--- config.mk ---
export PLATFORM = sky130hd
export DESIGN_NAME = rx_dest_filter
export DESIGN_NICKNAME = d
export VERILOG_FILES = /design/src/rtl/rx_dest_filter.sv
export SDC_FILE = /design/constraint.sdc
export NUM_CORES = 1
export LEC_CHECK = 0
export CAP_MARGIN = 20
export CORE_ASPECT_RATIO = 1.1
export CORE_MARGIN = 2
export CORE_UTILIZATION = 28
export CTS_CLUSTER_DIAMETER = 50
export DETAILED_ROUTE_END_ITERATION = 8
export SLEW_MARGIN = 10
export SYNTH_ARGS = -nofsm -noshare
export SYNTH_HDL_FRONTEND = slang
export SYNTH_SLANG_ARGS = --single-unit
--- constraint.sdc ---
create_clock -name clk -period 3 [get_ports clk]
set_clock_uncertainty 0.15 [all_clocks]
set_input_delay 0.3 -clock clk [delete_from_list [all_inputs] [get_ports clk]]
set_output_delay 0.3 -clock clk [all_outputs]
set_load 0.01 [all_outputs]
--- src/rtl/rx_dest_filter.sv ---
module rx_dest_filter #(
  parameter int WORDS = 3
) (
  input  logic        clk,
  input  logic        rst_n,
  input  logic        cfg_wr,
  input  logic        cfg_sel,
  input  logic [31:0] cfg_wdata,
  output logic [31:0] cfg_rdata,
  input  logic        rx_valid,
  input  logic        rx_sof,
  input  logic [7:0]  rx_byte,
  output logic        res_valid,
  output logic        res_accept,
  output logic [1:0]  res_class
);
  localparam int OCT = 2 * WORDS;
  localparam int CW  = $clog2(OCT + 1);

  logic        en;
  logic [3:0]  mode;
  logic [3:0]  idx;
  logic [15:0] stn [WORDS];
  logic [15:0] word_rd;

  logic [CW-1:0] cnt;
  logic          eq_r, bc_r, grp_r;
  logic [7:0]    stn_oct;
  logic [1:0]    cls;

  logic unused_bits;
  assign unused_bits = ^cfg_wdata[26:16];

  always_ff @(posedge clk) begin
    if (!rst_n) begin
      en   <= 1'b0;
      mode <= '0;
      idx  <= '0;
      for (int w = 0; w < WORDS; w++) stn[w] <= '0;
    end else if (cfg_wr) begin
      if (!cfg_sel) begin
        en  <= cfg_wdata[31];
        idx <= cfg_wdata[3:0];
        if (!en) mode <= cfg_wdata[30:27];
      end else begin
        for (int w = 0; w < WORDS; w++)
          if (idx == 4'(2 * w)) stn[w] <= cfg_wdata[15:0];
      end
    end
  end

  always_comb begin
    word_rd = '0;
    for (int w = 0; w < WORDS; w++)
      if (idx == 4'(2 * w)) word_rd = stn[w];
  end

  assign cfg_rdata = cfg_sel ? {16'b0, word_rd} : {en, mode, 23'b0, idx};

  wire          take = rx_valid & (rx_sof | (cnt != CW'(OCT)));
  wire [CW-1:0] pos  = rx_sof ? '0 : cnt;
  wire          last = take & (pos == CW'(OCT - 1));

  always_comb begin
    stn_oct = '0;
    for (int w = 0; w < WORDS; w++)
      if (pos[CW-1:1] == (CW-1)'(w))
        stn_oct = pos[0] ? stn[w][15:8] : stn[w][7:0];
  end

  wire eq_n  = (rx_sof | eq_r) & (rx_byte == stn_oct);
  wire bc_n  = (rx_sof | bc_r) & (&rx_byte);
  wire grp_n = rx_sof ? rx_byte[0] : grp_r;

  wire is_bc = bc_n;
  wire is_mc = grp_n & ~bc_n;
  wire is_uc = ~grp_n;
  wire hit   = en & ((is_bc & mode[3]) | (is_mc & mode[2]) |
                     (is_uc & mode[1]) | (eq_n & mode[0]));

  always_comb begin
    if (!hit)       cls = 2'b00;
    else if (is_bc) cls = 2'b11;
    else if (is_mc) cls = 2'b10;
    else            cls = 2'b01;
  end

  always_ff @(posedge clk) begin
    if (!rst_n) begin
      cnt        <= CW'(OCT);
      eq_r       <= 1'b0;
      bc_r       <= 1'b0;
      grp_r      <= 1'b0;
      res_valid  <= 1'b0;
      res_accept <= 1'b0;
      res_class  <= 2'b00;
    end else begin
      if (take) begin
        cnt   <= pos + 1'b1;
        eq_r  <= eq_n;
        bc_r  <= bc_n;
        grp_r <= grp_n;
      end
      res_valid  <= last;
      res_accept <= last & hit;
      res_class  <= last ? cls : 2'b00;
    end
  end

  AST_SINGLE_PULSE: assert property (@(posedge clk) disable iff (!rst_n)
    res_valid |=> !res_valid);
  AST_AFTER_OCTET: assert property (@(posedge clk) disable iff (!rst_n)
    res_valid |-> $past(rx_valid));
  AST_MODE_LOCKED: assert property (@(posedge clk) disable iff (!rst_n)
    (en && $past(en)) |-> $stable(mode));
  AST_DISABLED_REJECT: assert property (@(posedge clk) disable iff (!rst_n)
    res_accept |-> $past(en));
  AST_CLASS_CODE: assert property (@(posedge clk) disable iff (!rst_n)
    res_valid |-> (res_accept == (res_class != 2'b00)));
endmodule

After elaboration in Yosys (flattened, before gate mapping)
Memories as Yosys holds them, arrays and structs flattened. Index checks and enable logic that the tools add are counted.

Add/subtract/negate cells: 1. Equality and inequality tests: 7. Mux-type cells: 33. Bitwise operators: 24. Reduce and logical (&&, ||, !) cells: 6.

Operators by type and width (number): $mux W16 (6); $mux W8 (6); $mux W32 (1); $mux W1 (17); $and A1 B1 Y1 (11); $or A1 B1 Y1 (9); $eq A8 B8 Y1 (1); $reduce_and A8 Y1 (1); $reduce_and A3 Y1 (2); $eq A4 B2 Y1 const B (1); $eq A4 B3 Y1 const B (1); $logic_not A4 Y1 (1); $mux W2 (2); $not A1 Y1 (4); $add A3 B1 Y3 const B (1); $eq A3 B3 Y1 const B (1); $mux W3 (1); $ne A3 B3 Y1 const B (1); $eq A2 B1 Y1 const B (1); $eq A2 B2 Y1 const B (1); $logic_not A2 Y1 (1); $reduce_and A2 Y1 (1).

Register bits: 19. Memory bits (writable): 48. Input bits: 46. Output and inout bits: 36. Logic and storage cells: 82. Memories: 1.

Memories: stn (words 3, width 16, read ports 3, clocked after memory_dff 0, write ports 3, RTL line 23) `logic [15:0] stn [WORDS];`.

Logic depth before layout (Yosys ltp)
Word-level depth: 11. Gate-level depth with buffers: 10. Gate-level depth less buffers: 7.

Worst setup path before layout
No wires, ideal clock.

Path type: register -> register. From: reg idx[2]. To: mem stn[1][0] (netlist: stn[0][16]), enable pin. Data arrival time: 1.739 ns. Required time: 2.477 ns. Path slack: 0.739 ns. Cell stages (with the launch flop): 4. Buffers on the path: 1. Period minus slack after synthesis: 2.261 ns. Cell sequence: dfxtp_1 -> nor3_1 -> clkbuf_1 -> a41o_1.

RTL lines: from (decl) (RTL line 22) `logic [3:0] idx;`; from (signal assigned) (RTL line 43) `idx <= cfg_wdata[3:0];`; to (decl) (RTL line 23).

Final worst setup path
From: reg idx[1]. To: out cfg_rdata[9].

Longest elaborated chain between the ends: 5. Elaborated cells on any way between the ends: 7. Classes of those cells: eq/ne (2); mux (4); reduce/logical (1).

Ends and longest elaborated chain: $logic_not A4 Y1 (RTL line 55) `if (idx == 4'(2 * w)) word_rd = stn[w];`; $mux W16 (2 in series) (RTL line 55); $mux W16 * (RTL line 55); $mux W32 * (RTL line 58) `assign cfg_rdata = cfg_sel ? {16'b0, word_rd} : {en, mode, 23'b0, idx};`; to (decl) (RTL line 9) `output logic [31:0] cfg_rdata,`.

Every way passes the cells marked *; elsewhere a longest branch is shown, timed or not.

==> key figures <==
Clock tree
  • Clock transition time at the flip-flop clock pins of the worst setup and hold paths: around 0.05 ns
  • Deepest level of the CTS H-tree: 3
  • Clock latency at the later pin of the worst-skew pair: between 0.3 and 0.4 ns
  • Count of instances resized after the clock tree is built: 0
  • CTS Root Cell: clkbuf_16
  • Number of buffers inserted by post-CTS setup repair: 0
  • Maximum clock insertion buffer count: 2
  • CTS tree: built
  • Clock buffer count from CTS: 9
  • Hold buffer count at CTS: 0
  • Clock sinks: 67

Cells and area
  • Count of fill cells added during filler insertion: between 1000 and 1500
  • Area grow syn2layout: 29.90%
  • Number of antenna cells inserted: 0
  • Area of all placed cells without fillers: 4686 um2
  • Share of final-layout standard cells stronger than drive strength 1: 0.1299
  • Post-layout net count: between 400 and 500
  • Combined area of the multi-input logic cells: 1609 um2
  • Sequential cell area in the final layout: 1822 um2
  • Final Non-Filler Cells: ~570

Setup path
  • Crit path required time: 2.55 ns
  • Setup slack of the most critical reg-to-reg path: 0.39 ns
  • Critical path class: flop to output port
  • CP max FO: 13
  • Type of destination of the critical path: output port
  • Arrival time reported for the critical path endpoint: 2.27 ns
  • Category of the worst setup path launch point: flop

Power and ir drop
  • Pwr per Cell Area: roughly 520 nW/um2
  • Combinational share of power: 0.159
  • Switching share of total power: 0.2449
  • Share of total power in the clock network: 0.395
  • Power after layout: between 0.002 and 0.0025 W
  • Static Leakage: ~1.7 nW
  • Cell-internal power: 0.001839 W
  • Maximum VDD drop: about 0.28 mV
  • Power share of the sequential group: 0.446
  • P_sw: ~0.00060 W

Global routing
  • Gr ovfl total: 0
  • Antenna violations before repair: 0
  • Number of global-route vias before repair: approximately 2900
  • Global routing usage summed across all routing layers: 0.1409
  • Maximum number of pins on one net before global-route repair: 19
  • Wire length of the first global-routing pass: 15010 um

Run status
  • Status: complete, no violations

Synth
  • Sequential area share after synthesis: 0.5050
  • Post-Synthesis Cell Area: around 3600 um2
  • Average cell area after synthesis: between 10 and 15 um2
  • Post-synth EDFFs: between 40 and 50
  • Count of state elements after synthesis: 67
  • Post-synth ARST share: 0
  • Leading register cell type out of synthesis: edfxtp_1
  • Number of distinct library cells after synthesis: between 50 and 60
  • Number of instances in the synthesized netlist: 333
  • Synth Warn #: 0

Floorplan
  • Width of the die: ~110 um
  • Standard cell core area: 12590 um2
  • Die span in y: ~120 um
  • Floorplan die area: roughly 14000 um2
  • I/O pins: a little over 80
  • Initial core utilization: 0.2865
  • Rows: 43

Drt
  • Router iterations before antenna repair: 5
  • Aggregate routed wire length: around 9400 um
  • Drt via density: around 5
  • Routed Antenna Nets: 0
  • Routed WL per cell: 16.64 um
  • Iteration-0 DRC count of the detailed router: approximately 160
  • Via count: around 2800
  • Residual DRC: 0

STA
  • Actual slew at the worst max-slew pin: 0.5035 ns
  • Minimum setup slack in the final design: between 0.2 and 0.3 ns
  • Setup repair after global routing missed its margin: false
  • Share of the clock period used by the worst path after layout: 0.9081
  • Final setup violation count: 0
  • Max transition margin: 0.6621
  • Fin crit period: 2.724 ns
  • Highest attainable clock frequency: 367.1 MHz
  • Count of final hold-check violations: 0
  • Post-Route Setup TNS: 0 ns
  • Count of pins over their slew limit: 0

Placement
  • HPWL Detailed: 6897 um
  • Final weighted congestion in routability-driven placement: 0.8284
  • Placed cell count: approximately 550
  • Count of buffers inserted at the top-level ports: 59
  • Worst slack, placed: roughly 0.15 ns
  • Cell Area, Placed: about 4400 um2

Run
  • # Max-Cap Violations: 0

Hold path
  • Worst hold path type: flop to flop
power by group through the flow:
| stage | logic (W) | clock network (W) | registers (W) |
|---|---|---|---|
| 2_1_floorplan | 0.000243 | 0 | 0.00108 |
| 6_report | 0.000388 | 0.000961 | 0.00109 |
| 4_1_cts | 0.000391 | 0.000979 | 0.00109 |
| 3_3_place_gp | 0.000386 | 0 | 0.00110 |
| 3_5_place_dp | 0.000389 | 0 | 0.00110 |
| 5_1_grt | 0.000423 | 0.00102 | 0.00109 |
layout by cell type (no fill, tap or decap), drive strengths merged, types with 3 or more instances in the layout:
master         synthesis  routed
clkdlybuf4s50          0      59
or2                    3       3
o32a                   4       4
o21ai                 12      12
a21oi                  8       8
nand3                 11      11
edfxtp                48      48
dfxtp                 19      19
conb                   1      11
inv                    7       7
mux2                  11      11
mux2i                 26      26
a41oi                  3       3
nor2                  20      20
and2                  18      18
nand4                  3       3
nor2b                 23      23
buf                   22      22
clkbuf                10      14
a22oi                 13      13
nor3                  14      14
nand2b                 5       5
a211oi                 3       3
nand2                 15      15
o211ai                 5       5
registers in the layout, summed over array words and instances, names as in the netlist:
name / count
stn: 48
idx: 4
mode: 4
cnt: 3
res_class: 2
bc_r: 1
en: 1
eq_r: 1
grp_r: 1
res_accept: 1
res_valid: 1
cell usage after synthesis (2+ instances only):
| cell | instances | area share |
|---|---|---|
| inv_1 | 7 | 0.0073 |
| a211oi_1 | 3 | 0.0062 |
| o32a_1 | 4 | 0.011 |
| nor2_1 | 20 | 0.021 |
| nand2b_1 | 4 | 0.0069 |
| a22o_1 | 2 | 0.0049 |
| nor2b_1 | 23 | 0.040 |
| o21ai_0 | 11 | 0.015 |
| or2_2 | 2 | 0.0035 |
| dfxtp_1 | 19 | 0.11 |
| a21oi_1 | 8 | 0.011 |
| nand3_1 | 11 | 0.015 |
| and2_1 | 18 | 0.031 |
| o211ai_1 | 5 | 0.010 |
| nand2_1 | 15 | 0.016 |
| mux2i_1 | 26 | 0.072 |
| buf_6 | 3 | 0.0094 |
| buf_2 | 6 | 0.0083 |
| buf_1 | 2 | 0.0021 |
| o2111a_1 | 2 | 0.0062 |
| clkbuf_1 | 9 | 0.0094 |
| nand4_1 | 3 | 0.0052 |
| a41oi_1 | 3 | 0.0073 |
| a2bb2oi_1 | 2 | 0.0049 |
| edfxtp_1 | 48 | 0.40 |
| o32ai_1 | 2 | 0.0049 |
| a22oi_1 | 13 | 0.027 |
| buf_4 | 11 | 0.023 |
| mux2_2 | 11 | 0.034 |
| nor3_1 | 14 | 0.019 |
logic make-up (layout without fill, tap and decap cells):
family,Yosys count,after routing,synth area share
AOI/OAI and AO/OA,70,70,0.1453
and+or+nand+nor,119,119,0.1814
buffers and inverters,39,104,0.06070
other,1,11,0.001040
muxes,37,37,0.1065
DFF,67,67,0.5050
layer usage:
layer | GRT usage | share of wire
met1 | 0.1796 | 0.44
met2 | 0.2383 | 0.48
met3 | 0.03088 | 0.062
met4 | 0.04802 | 0.018
met5 | 0 | 0
worst max-delay path: stages (launching register included):
cell             delay [ns]
dfxtp_1                0.52
buf_4                  0.30
mux2_2                 0.35
a22oi_1                0.20
nor2b_1                0.08
clkdlybuf4s50_1        0.48
final cells by class:
| class | instances | area share |
|---|---|---|
| timing repair buffer | 81 | 0.1613 |
| sequential | 67 | 0.3888 |
| inverter | 7 | 0.005607 |
| tap | 157 | 0.04192 |
| clock inverter | 2 | 0.002670 |
| multi-input combinational | 237 | 0.3434 |
| clock buffer | 14 | 0.05634 |
worst paths after layout:
check	start	endpoint	cells after the start
max reg2reg	cnt[0]$_SDFFE_PN0P_	res_class[1]$_SDFF_PN0_	9
min reg2reg	grp_r$_SDFFE_PN0P_	grp_r$_SDFFE_PN0P_	2
min	grp_r$_SDFFE_PN0P_	grp_r$_SDFFE_PN0P_	2
max	idx[1]$_SDFFE_PN0P_	cfg_rdata[9]	5
per-stage QoR:
stage / utilization / hold WS, ns
after CTS: 0.3722 / 0.3526
final: 0.3722 / 0.3453
after detailed placement: 0.3502 / 0.3412
after global placement: 0.3502 / 0.3212
after floorplan: - / 0.2389
after global routing: 0.3722 / 0.3870
(Power assumes the default switching activity.)
